### config.mk
export PLATFORM = sky130hd
export DESIGN_NAME = pulse_swallow_divider
export DESIGN_NICKNAME = d
export VERILOG_FILES = /design/src/rtl/pswl_pkg.sv /design/src/rtl/pswl_cfg.sv /design/src/rtl/pswl_prescaler.sv /design/src/rtl/pswl_ctrl.sv /design/src/rtl/pulse_swallow_divider.sv
export SDC_FILE = /design/constraint.sdc
export NUM_CORES = 1
export LEC_CHECK = 0
export BUFFER_PORTS_ARGS = -buffer_cell sky130_fd_sc_hd__buf_4
export CAP_MARGIN = 0
export CORE_UTILIZATION = 64
export DETAILED_ROUTE_END_ITERATION = 7
export PLACE_DENSITY = 0.84
export SLEW_MARGIN = 15
export SYNTH_ARGS = -nofsm -noshare
export SYNTH_HDL_FRONTEND = slang
export SYNTH_SLANG_ARGS = --single-unit
export TNS_END_PERCENT = 50
### constraint.sdc
create_clock -name clk_in -period 6.11 [get_ports clk_in]
set_input_delay 1.222 -clock clk_in [delete_from_list [all_inputs] [get_ports clk_in]]
set_output_delay 1.222 -clock clk_in [all_outputs]
set_load 0.02 [all_outputs]
### src/rtl/pswl_pkg.sv
package pswl_pkg;

    typedef enum logic [0:0] {
        ST_SWALLOW = 1'b0,
        ST_MAIN    = 1'b1
    } pswl_phase_t;

    localparam int SEL_W = 2;
    localparam int PC_W  = 6;

    function automatic logic [PC_W-1:0] low_modulus(input logic [SEL_W-1:0] sel);
        logic [PC_W-1:0] m;
        case (sel)
            2'd0:    m = 6'd8;
            2'd1:    m = 6'd16;
            default: m = 6'd32;
        endcase
        return m;
    endfunction

endpackage

### src/rtl/pswl_cfg.sv
module pswl_cfg
    import pswl_pkg::*;
#(
    parameter int AW = 5,
    parameter int BW = 13,
    parameter logic [SEL_W-1:0] DEF_SEL = '0,
    parameter logic [AW-1:0] DEF_A = '0,
    parameter logic [BW-1:0] DEF_B = 13'd3
) (
    input  logic             clk,
    input  logic             rst_n,
    input  logic             load,
    input  logic [SEL_W-1:0] sel_in,
    input  logic [AW-1:0]    a_in,
    input  logic [BW-1:0]    b_in,
    input  logic             boundary,
    output logic [SEL_W-1:0] act_sel,
    output logic [AW-1:0]    nxt_a,
    output logic [BW-1:0]    nxt_b,
    output logic             cfg_err
);

    localparam logic [BW-1:0] B_MIN = BW'(3);

    logic [SEL_W-1:0] pend_sel;
    logic [AW-1:0]    pend_a, act_a;
    logic [BW-1:0]    pend_b, act_b;
    logic             pend_v;
    logic             legal;

    always_comb begin
        legal = (sel_in != 2'd3) && (b_in >= B_MIN) &&
                ({{(BW-AW){1'b0}}, a_in} <= b_in);
        nxt_a = pend_v ? pend_a : act_a;
        nxt_b = pend_v ? pend_b : act_b;
    end

    always_ff @(posedge clk or negedge rst_n) begin
        if (!rst_n) begin
            act_sel  <= DEF_SEL;
            act_a    <= DEF_A;
            act_b    <= DEF_B;
            pend_sel <= DEF_SEL;
            pend_a   <= DEF_A;
            pend_b   <= DEF_B;
            pend_v   <= 1'b0;
            cfg_err  <= 1'b0;
        end else begin
            if (boundary && pend_v) begin
                act_sel <= pend_sel;
                act_a   <= pend_a;
                act_b   <= pend_b;
                pend_v  <= 1'b0;
            end
            if (load) begin
                cfg_err <= !legal;
                if (legal) begin
                    pend_sel <= sel_in;
                    pend_a   <= a_in;
                    pend_b   <= b_in;
                    pend_v   <= 1'b1;
                end
            end
        end
    end

    assert_act_hold_R7: assert property (@(posedge clk) disable iff (!rst_n)
        !boundary |=> $stable({act_sel, act_a, act_b}));

    assert_err_hold_R5: assert property (@(posedge clk) disable iff (!rst_n)
        !load |=> $stable(cfg_err));

    assert_act_legal_R5: assert property (@(posedge clk) disable iff (!rst_n)
        ({{(BW-AW){1'b0}}, act_a} <= act_b) && (act_b >= B_MIN) && (act_sel != 2'd3));

endmodule

### src/rtl/pswl_prescaler.sv
module pswl_prescaler
    import pswl_pkg::*;
(
    input  logic             clk,
    input  logic             rst_n,
    input  logic [SEL_W-1:0] sel,
    input  logic             hi_mod,
    output logic             tick
);

    logic [PC_W-1:0] pc;
    logic [PC_W-1:0] lim;

    always_comb begin
        lim  = low_modulus(sel) - PC_W'(1) + {{(PC_W-1){1'b0}}, hi_mod};
        tick = (pc == lim);
    end

    always_ff @(posedge clk or negedge rst_n) begin
        if (!rst_n) pc <= '0;
        else if (tick) pc <= '0;
        else pc <= pc + PC_W'(1);
    end

    assert_pc_bound_R4: assert property (@(posedge clk) disable iff (!rst_n)
        !tick |=> (pc == $past(pc) + PC_W'(1)));

    assert_pc_range_R4: assert property (@(posedge clk) disable iff (!rst_n)
        pc <= low_modulus(sel) - PC_W'(1) + {{(PC_W-1){1'b0}}, hi_mod});

endmodule

### src/rtl/pswl_ctrl.sv
module pswl_ctrl
    import pswl_pkg::*;
#(
    parameter int AW = 5,
    parameter int BW = 13,
    parameter logic [AW-1:0] DEF_A = '0,
    parameter logic [BW-1:0] DEF_B = 13'd3
) (
    input  logic          clk,
    input  logic          rst_n,
    input  logic          tick,
    input  logic [AW-1:0] ld_a,
    input  logic [BW-1:0] ld_b,
    output logic          hi_mod,
    output logic          boundary
);

    pswl_phase_t   state, nxt_state;
    logic [AW-1:0] a_cnt, nxt_a;
    logic [BW-1:0] b_cnt, nxt_b;

    always_comb begin
        nxt_state = state;
        nxt_a     = a_cnt;
        nxt_b     = b_cnt;
        if (tick) begin
            if (b_cnt == BW'(1)) begin
                nxt_a     = ld_a;
                nxt_b     = ld_b;
                nxt_state = (ld_a != '0) ? ST_SWALLOW : ST_MAIN;
            end else begin
                nxt_b = b_cnt - BW'(1);
                unique case (state)
                    ST_SWALLOW: begin
                        nxt_a = a_cnt - AW'(1);
                        if (a_cnt == AW'(1)) nxt_state = ST_MAIN;
                    end
                    ST_MAIN: ;
                endcase
            end
        end
    end

    always_ff @(posedge clk or negedge rst_n) begin
        if (!rst_n) begin
            state <= (DEF_A != '0) ? ST_SWALLOW : ST_MAIN;
            a_cnt <= DEF_A;
            b_cnt <= DEF_B;
        end else begin
            state <= nxt_state;
            a_cnt <= nxt_a;
            b_cnt <= nxt_b;
        end
    end

    always_comb begin
        hi_mod   = (state == ST_SWALLOW);
        boundary = tick && (b_cnt == BW'(1));
    end

    assert_swallow_nonzero_R4: assert property (@(posedge clk) disable iff (!rst_n)
        (state == ST_SWALLOW) |-> (a_cnt != '0));

    assert_a_le_b_R4: assert property (@(posedge clk) disable iff (!rst_n)
        {{(BW-AW){1'b0}}, a_cnt} <= b_cnt);

    assert_phase_hold_R4: assert property (@(posedge clk) disable iff (!rst_n)
        !tick |=> $stable(state));

endmodule

### src/rtl/pulse_swallow_divider.sv
module pulse_swallow_divider
    import pswl_pkg::*;
#(
    parameter int AW = 5,
    parameter int BW = 13,
    parameter logic [1:0] DEF_SEL = 2'd0,
    parameter logic [AW-1:0] DEF_A = '0,
    parameter logic [BW-1:0] DEF_B = 13'd3
) (
    input  logic          clk_in,
    input  logic          rst_n,
    input  logic          load,
    input  logic [1:0]    psel,
    input  logic [AW-1:0] a_val,
    input  logic [BW-1:0] b_val,
    output logic          div_out,
    output logic          cfg_err
);

    logic [SEL_W-1:0] act_sel;
    logic [AW-1:0]    nxt_a;
    logic [BW-1:0]    nxt_b;
    logic             tick, hi_mod, boundary;

    pswl_cfg #(.AW(AW), .BW(BW), .DEF_SEL(DEF_SEL), .DEF_A(DEF_A), .DEF_B(DEF_B)) u_cfg (
        .clk(clk_in), .rst_n(rst_n), .load(load), .sel_in(psel), .a_in(a_val),
        .b_in(b_val), .boundary(boundary), .act_sel(act_sel), .nxt_a(nxt_a),
        .nxt_b(nxt_b), .cfg_err(cfg_err)
    );

    pswl_prescaler u_pre (
        .clk(clk_in), .rst_n(rst_n), .sel(act_sel), .hi_mod(hi_mod), .tick(tick)
    );

    pswl_ctrl #(.AW(AW), .BW(BW), .DEF_A(DEF_A), .DEF_B(DEF_B)) u_ctrl (
        .clk(clk_in), .rst_n(rst_n), .tick(tick), .ld_a(nxt_a), .ld_b(nxt_b),
        .hi_mod(hi_mod), .boundary(boundary)
    );

    always_ff @(posedge clk_in or negedge rst_n) begin
        if (!rst_n) div_out <= 1'b0;
        else div_out <= boundary;
    end

    assert_pulse_single_R2: assert property (@(posedge clk_in) disable iff (!rst_n)
        div_out |=> !div_out);

endmodule

---- Yosys cells after proc, flatten, opt, wreduce, memory -nomap -nowiden ----
Cells that the tools add are included.
W data, S select, Z words.
word-level totals
  register bits after elaboration ......... 68
  bits in latches ......................... 0
  RAM bits ................................ 0
  bits in read-only memories .............. 0
  bits of input ports ..................... 23
  output and inout port bits .............. 2
  word-level logic and storage cells ...... 50
  memories kept ........................... 0
operators by class
  add/subtract/negate cells ............... 5
  multipliers ............................. 0
  div/mod/pow operators ................... 0
  magnitude comparators ................... 2
  equality and inequality tests ........... 6
  shift-type cells ........................ 0
  muxes and demuxes ....................... 14
  bitwise gates (word level) .............. 1
  reductions and logical operators ........ 9
operator list
  cell                     number
  $mux W13                 2
  $mux W5                  3
  $eq A13 B1 Y1 const B    1
  $ge A13 B2 Y1 const B    1
  $le A5 B13 Y1            1
  $sub A13 B1 Y13 const B  1
  $pmux W6 S2              1
  $mux W1                  7
  $add A6 B1 Y6            1
  $add A6 B1 Y6 const B    1
  $eq A6 B6 Y1             1
  $mux W6                  1
  $sub A6 B1 Y6 const B    1
  $eq A5 B1 Y1 const B     1
  $reduce_bool A5 Y1       1
  $sub A5 B1 Y5 const B    1
  $logic_and A1 B1 Y1      4
  $ne A2 B2 Y1 const B     2
  $reduce_and A2 Y1        2
  $eq A2 B1 Y1 const B     1
  $logic_not A2 Y1         1
  $logic_not A1 Y1         1
  $not A1 Y1               1

---- Longest topological paths before layout ----
  depth after elaboration ................. 10
  gate-level depth with buffers ........... 9

---- Hierarchy ----
Synthesis repeated with hierarchy kept, for this count alone.
second synthesis, totals
  cells, all modules ...................... 305
  area, all modules ....................... 3648.5 um2
by module, submodules not included
  module                 times used  cells an instance  area an instance (um2)  sequential area each (um2)
  pswl_cfg               1           134                2023.2                  1056.0
  pswl_ctrl              1           135                1243.7                  479.2
  pswl_prescaler         1           35                 356.6                   150.1
  pulse_swallow_divider  1           1                  25.0                    25.0

---- Worst setup path before layout ----
OpenSTA, ideal clock, no wires.
  kind .................................... input to register
  start ................................... in b_val[3]
  end ..................................... reg u_cfg.pend_b[10]
  setup time .............................. 125 ps
  arrival ................................. 2961 ps
  required time ........................... 5985 ps
  path slack .............................. 3024 ps
  cell stages on the path ................. 7
  path through ............................ inv_1 -> ha_1 -> a21o_1 -> a221o_1 -> a21oi_1 -> clkbuf_1 -> mux2_2
between the ends
  cells in the longest elaborated chain, start to end .. 4
  elaborated cells between the ends (all ways) .. 5
  those cells by class .................... 2 x order compare; 3 x reduce/logical
RTL lines
  element                                 line                         RTL
  start, declared                         pulse_swallow_divider.sv:15  input logic [BW-1:0] b_val,
  $ge A13 B2 Y1                           pswl_cfg.sv:32               legal = (sel_in != 2'd3) && (b_in >= B_MIN) &&
  $logic_and A1 B1 Y1                     pswl_cfg.sv:32
  $logic_and A1 B1 Y1 (*)                 pswl_cfg.sv:32
  $reduce_and A2 Y1 (no source line) (*)  -
  end signal, assigned                    pswl_cfg.sv:60               pend_b <= b_in;
  end, declared                           pswl_cfg.sv:27               logic [BW-1:0] pend_b, act_b;
Every way passes the cells marked *; elsewhere a longest branch is shown, timed or not.
A chain may end at the register's enable or synchronous reset.

---- Final worst setup path ----
  start ................................... reg u_ctrl.b_cnt[0]
  end ..................................... reg u_cfg.act_b[2]
between the ends
  cells in the longest elaborated chain, start to end .. 3
RTL lines
  element                 line             RTL
  start, declared         pswl_ctrl.sv:20  logic [BW-1:0] b_cnt, nxt_b;
  start signal, assigned  pswl_ctrl.sv:52  b_cnt <= nxt_b;
  $eq A13 B1 Y1           pswl_ctrl.sv:58  boundary = tick && (b_cnt == BW'(1));
  $logic_and A1 B1 Y1     pswl_ctrl.sv:58
  $logic_and A1 B1 Y1     pswl_cfg.sv:49   if (boundary && pend_v) begin
  end signal, assigned    pswl_cfg.sv:52   act_b <= pend_b;
  end, declared           pswl_cfg.sv:27
No other way between the ends.

==> metrics.csv <==
metric;value;unit
TritonRoute pass-1 iters;4;
PostCTS Resize Cnt;0;
RSZ-0062 raised after global routing;false;
synthesized area;3456;sq um
final WL;6726;um
NumNets Final;362;
Die Y;75.48;um
grt ovf;0;
die area;5697;sq um
leading cell type in the layout, fill and taps excluded;dfrtp_1;
status;completed;
register clock-pin slew on the reported worst setup and hold paths;0.07;ns
# H-tree levels;3;
CP arrival;3.73;ns
Sw Pwr;227.3;uW
Antenna Cells;0;
clock power share;42.3;%
YS warnings;0;
area post-placement;3670;sq um
crit path kind;reg2reg;
Filler cells;362;
worst skew pair latency;0.34;ns
total leakage power;1.814;nW
asr flop ratio synth;100.0;%
DRC viols;0;
CP Capture Type;flop;
min cycle time layout;3.508;ns
Cell Int Power;739.5;uW
max-slew violation count;0;
CTS tree;yes;
PwrDens;248.3;nW/um^2
CTS root buffer;clkbuf_8;
Post-Route Setup TNS;0;ns
sequential area share after synthesis;49.49;%
post-DP HPWL;4472;um
syn_nets;341;
most frequent cells in the layout;dfrtp_1, mux2_2, buf_4, nor2_1, a21oi_1;
storage element area;1710;sq um
row count;26;
Clock Sinks;68;
M1 GR Usage;39.47;%
IO Pins;25;
routed vias/inst;6.194;
Post-Syn Instances;307;
GRT Max-Usage Layer;met2;
CTS Buf Count;9;
met2 Use GR;40.58;%
Seq pwr share;50.4;%
Starting Density;67.23;%
Distinct cells, synth;51;
M3 GR Usage;4.762;%
PortBufs;24;
fraction of layout cells with a size suffix above 1;25.83;%
Top FF cell, synth;dfrtp_1;
Setup Skew;0.008711;ns
Setup-failing EPs final;0;
Comb power frac;7.4;%
Sw Ratio;23.51;%
Worst IR Drop VDD;0.1951;mV
Required @ worst endpoint;6.33;ns
Tot Pwr;966.8;uW
worst-margin pin slew;1.137;ns
Startpoint Class;flop;
hold crit path type;reg2reg;
max_cap viols;0;
mean area per synthesized cell;11.26;sq um
initial DRC count;161;
# Post-CTS Setup Buffers;0;
final hold viol count;0;
Final Cycle Share;57.41;%
post-route design area;3894;sq um
first-pass GRT wire length;11220;um
vias in the first global route;2352;
crit-path max FO;24;
final hold slack;0.4877;ns
Area Overhead vs Synth;12.67;%
Yosys reg bits;68;
initial antenna violation count;0;
clk buf depth;2;
die width;75.48;um
RePlAce Congestion;0.7938;
multi-input logic area;1635;sq um
Max Clock Freq;0.2851;GHz
Core Region;5140;sq um
number of flops mapped to enable cells by yosys;0;
Routed WL per cell;16.69;um
Rel. slew slack;24.21;%
vias;2496;
hold_buf cts;0;
gr usage total;26.99;%
largest net degree at the start of global routing;69;
Routed Antenna Nets;0;
-- power by group through the flow --
stage               clock, mW  sequential, mW  combinational [mW]
CTS                     0.416           0.486              0.0724
detailed placement          0           0.494              0.0717
global placement            0           0.493              0.0689
global route            0.431           0.488              0.0797
floorplan                   0           0.488              0.0397
finish                  0.409           0.487              0.0715
-- worst max-delay path: stages, from the launching register on --
cell,delay (ns)
dfstp_2,0.59
ha_1,0.16
nor4b_1,0.49
and4_1,0.82
and3_1,0.90
mux2_2,0.43
-- flip-flops by register name, indices dropped and copies added, names as in the netlist --
name,count
u_ctrl.state,1
u_cfg.act_sel,2
u_cfg.pend_v,1
u_cfg.pend_b,13
u_cfg.act_a,5
u_cfg.cfg_err,1
u_ctrl.b_cnt,13
u_cfg.pend_a,5
u_cfg.pend_sel,2
u_pre.pc,6
u_cfg.act_b,13
u_ctrl.a_cnt,5
div_out,1
-- kinds of logic after synthesis --
kind of cell             after synthesis  share of synthesized area, %
AO/OA/AOI/OAI                         63                         12.27
XOR/XNOR                               7                         1.774
adder cells (fa/ha/maj)               11                         3.983
buffers and inverters                 28                         3.476
flip-flops                            68                         49.49
multiplexers                          57                         18.07
AND/OR/NAND/NOR                       73                         10.93
-- routing by layer --
metal,share of wire [%],up-vias
li1,-,1168
met1,47,1232
met2,47,81
met3,4.4,15
met4,1.9,0
met5,0,-
-- cells in the mapped netlist, types with 5 or more instances --
cell      count  area (sq um)
inv_1        13         48.80
nor2_1       20         75.07
a22oi_1       6         45.04
o22a_1        8         70.07
nor4_1        5         31.28
mux2_1       11         123.9
nor3_1        9         45.04
mux2i_1      14         140.1
xnor2_1       5         43.79
clkbuf_1      6         22.52
nand2_1      12         45.04
buf_2         6         30.03
mux2_2       32         360.4
nand3_1       7         35.03
dfstp_2       7         183.9
ha_1         11         137.6
o21ai_0       9         45.04
a21oi_1      18         90.09
dfrtp_1      61          1526
-- per-stage QoR --
step                cells  util [%]  setup WS, ns
floorplan             307         -         3.024
global placement      387     71.40         2.534
detailed placement    387     71.40         2.472
CTS                   403     75.75         2.653
global route          403     75.75         2.433
finish                403     75.75         2.602
-- final cells by class --
type                       instances  share of cell area [%]
clock buffer                       9                   3.181
multi-input combinational        211                   42.00
inverter                          13                   1.253
clock inverter                     7                   2.571
tap                               70                   2.249
sequential                        68                   43.93
timing repair buffer              25                   4.820
-- worst paths after layout --
check	from	endpoint	slack, ns	cells after the start
setup / recovery	u_ctrl.b_cnt[0]$_DFFE_PN1N_	u_cfg.act_b[2]$_DFFE_PN0P_	2.60	5
hold / removal	u_cfg.act_b[12]$_DFFE_PN0P_	u_cfg.act_b[12]$_DFFE_PN0P_	0.49	1
min in group asynchronous	rst_n	u_cfg.act_a[2]$_DFFE_PN0P_	0.97	1
hold reg to reg	u_cfg.act_b[12]$_DFFE_PN0P_	u_cfg.act_b[12]$_DFFE_PN0P_	0.49	1
max in group asynchronous	rst_n	u_cfg.act_b[2]$_DFFE_PN0P_	4.62	1
setup reg to reg	u_ctrl.b_cnt[0]$_DFFE_PN1N_	u_cfg.act_b[2]$_DFFE_PN0P_	2.60	5
(Power assumes the default switching activity.)
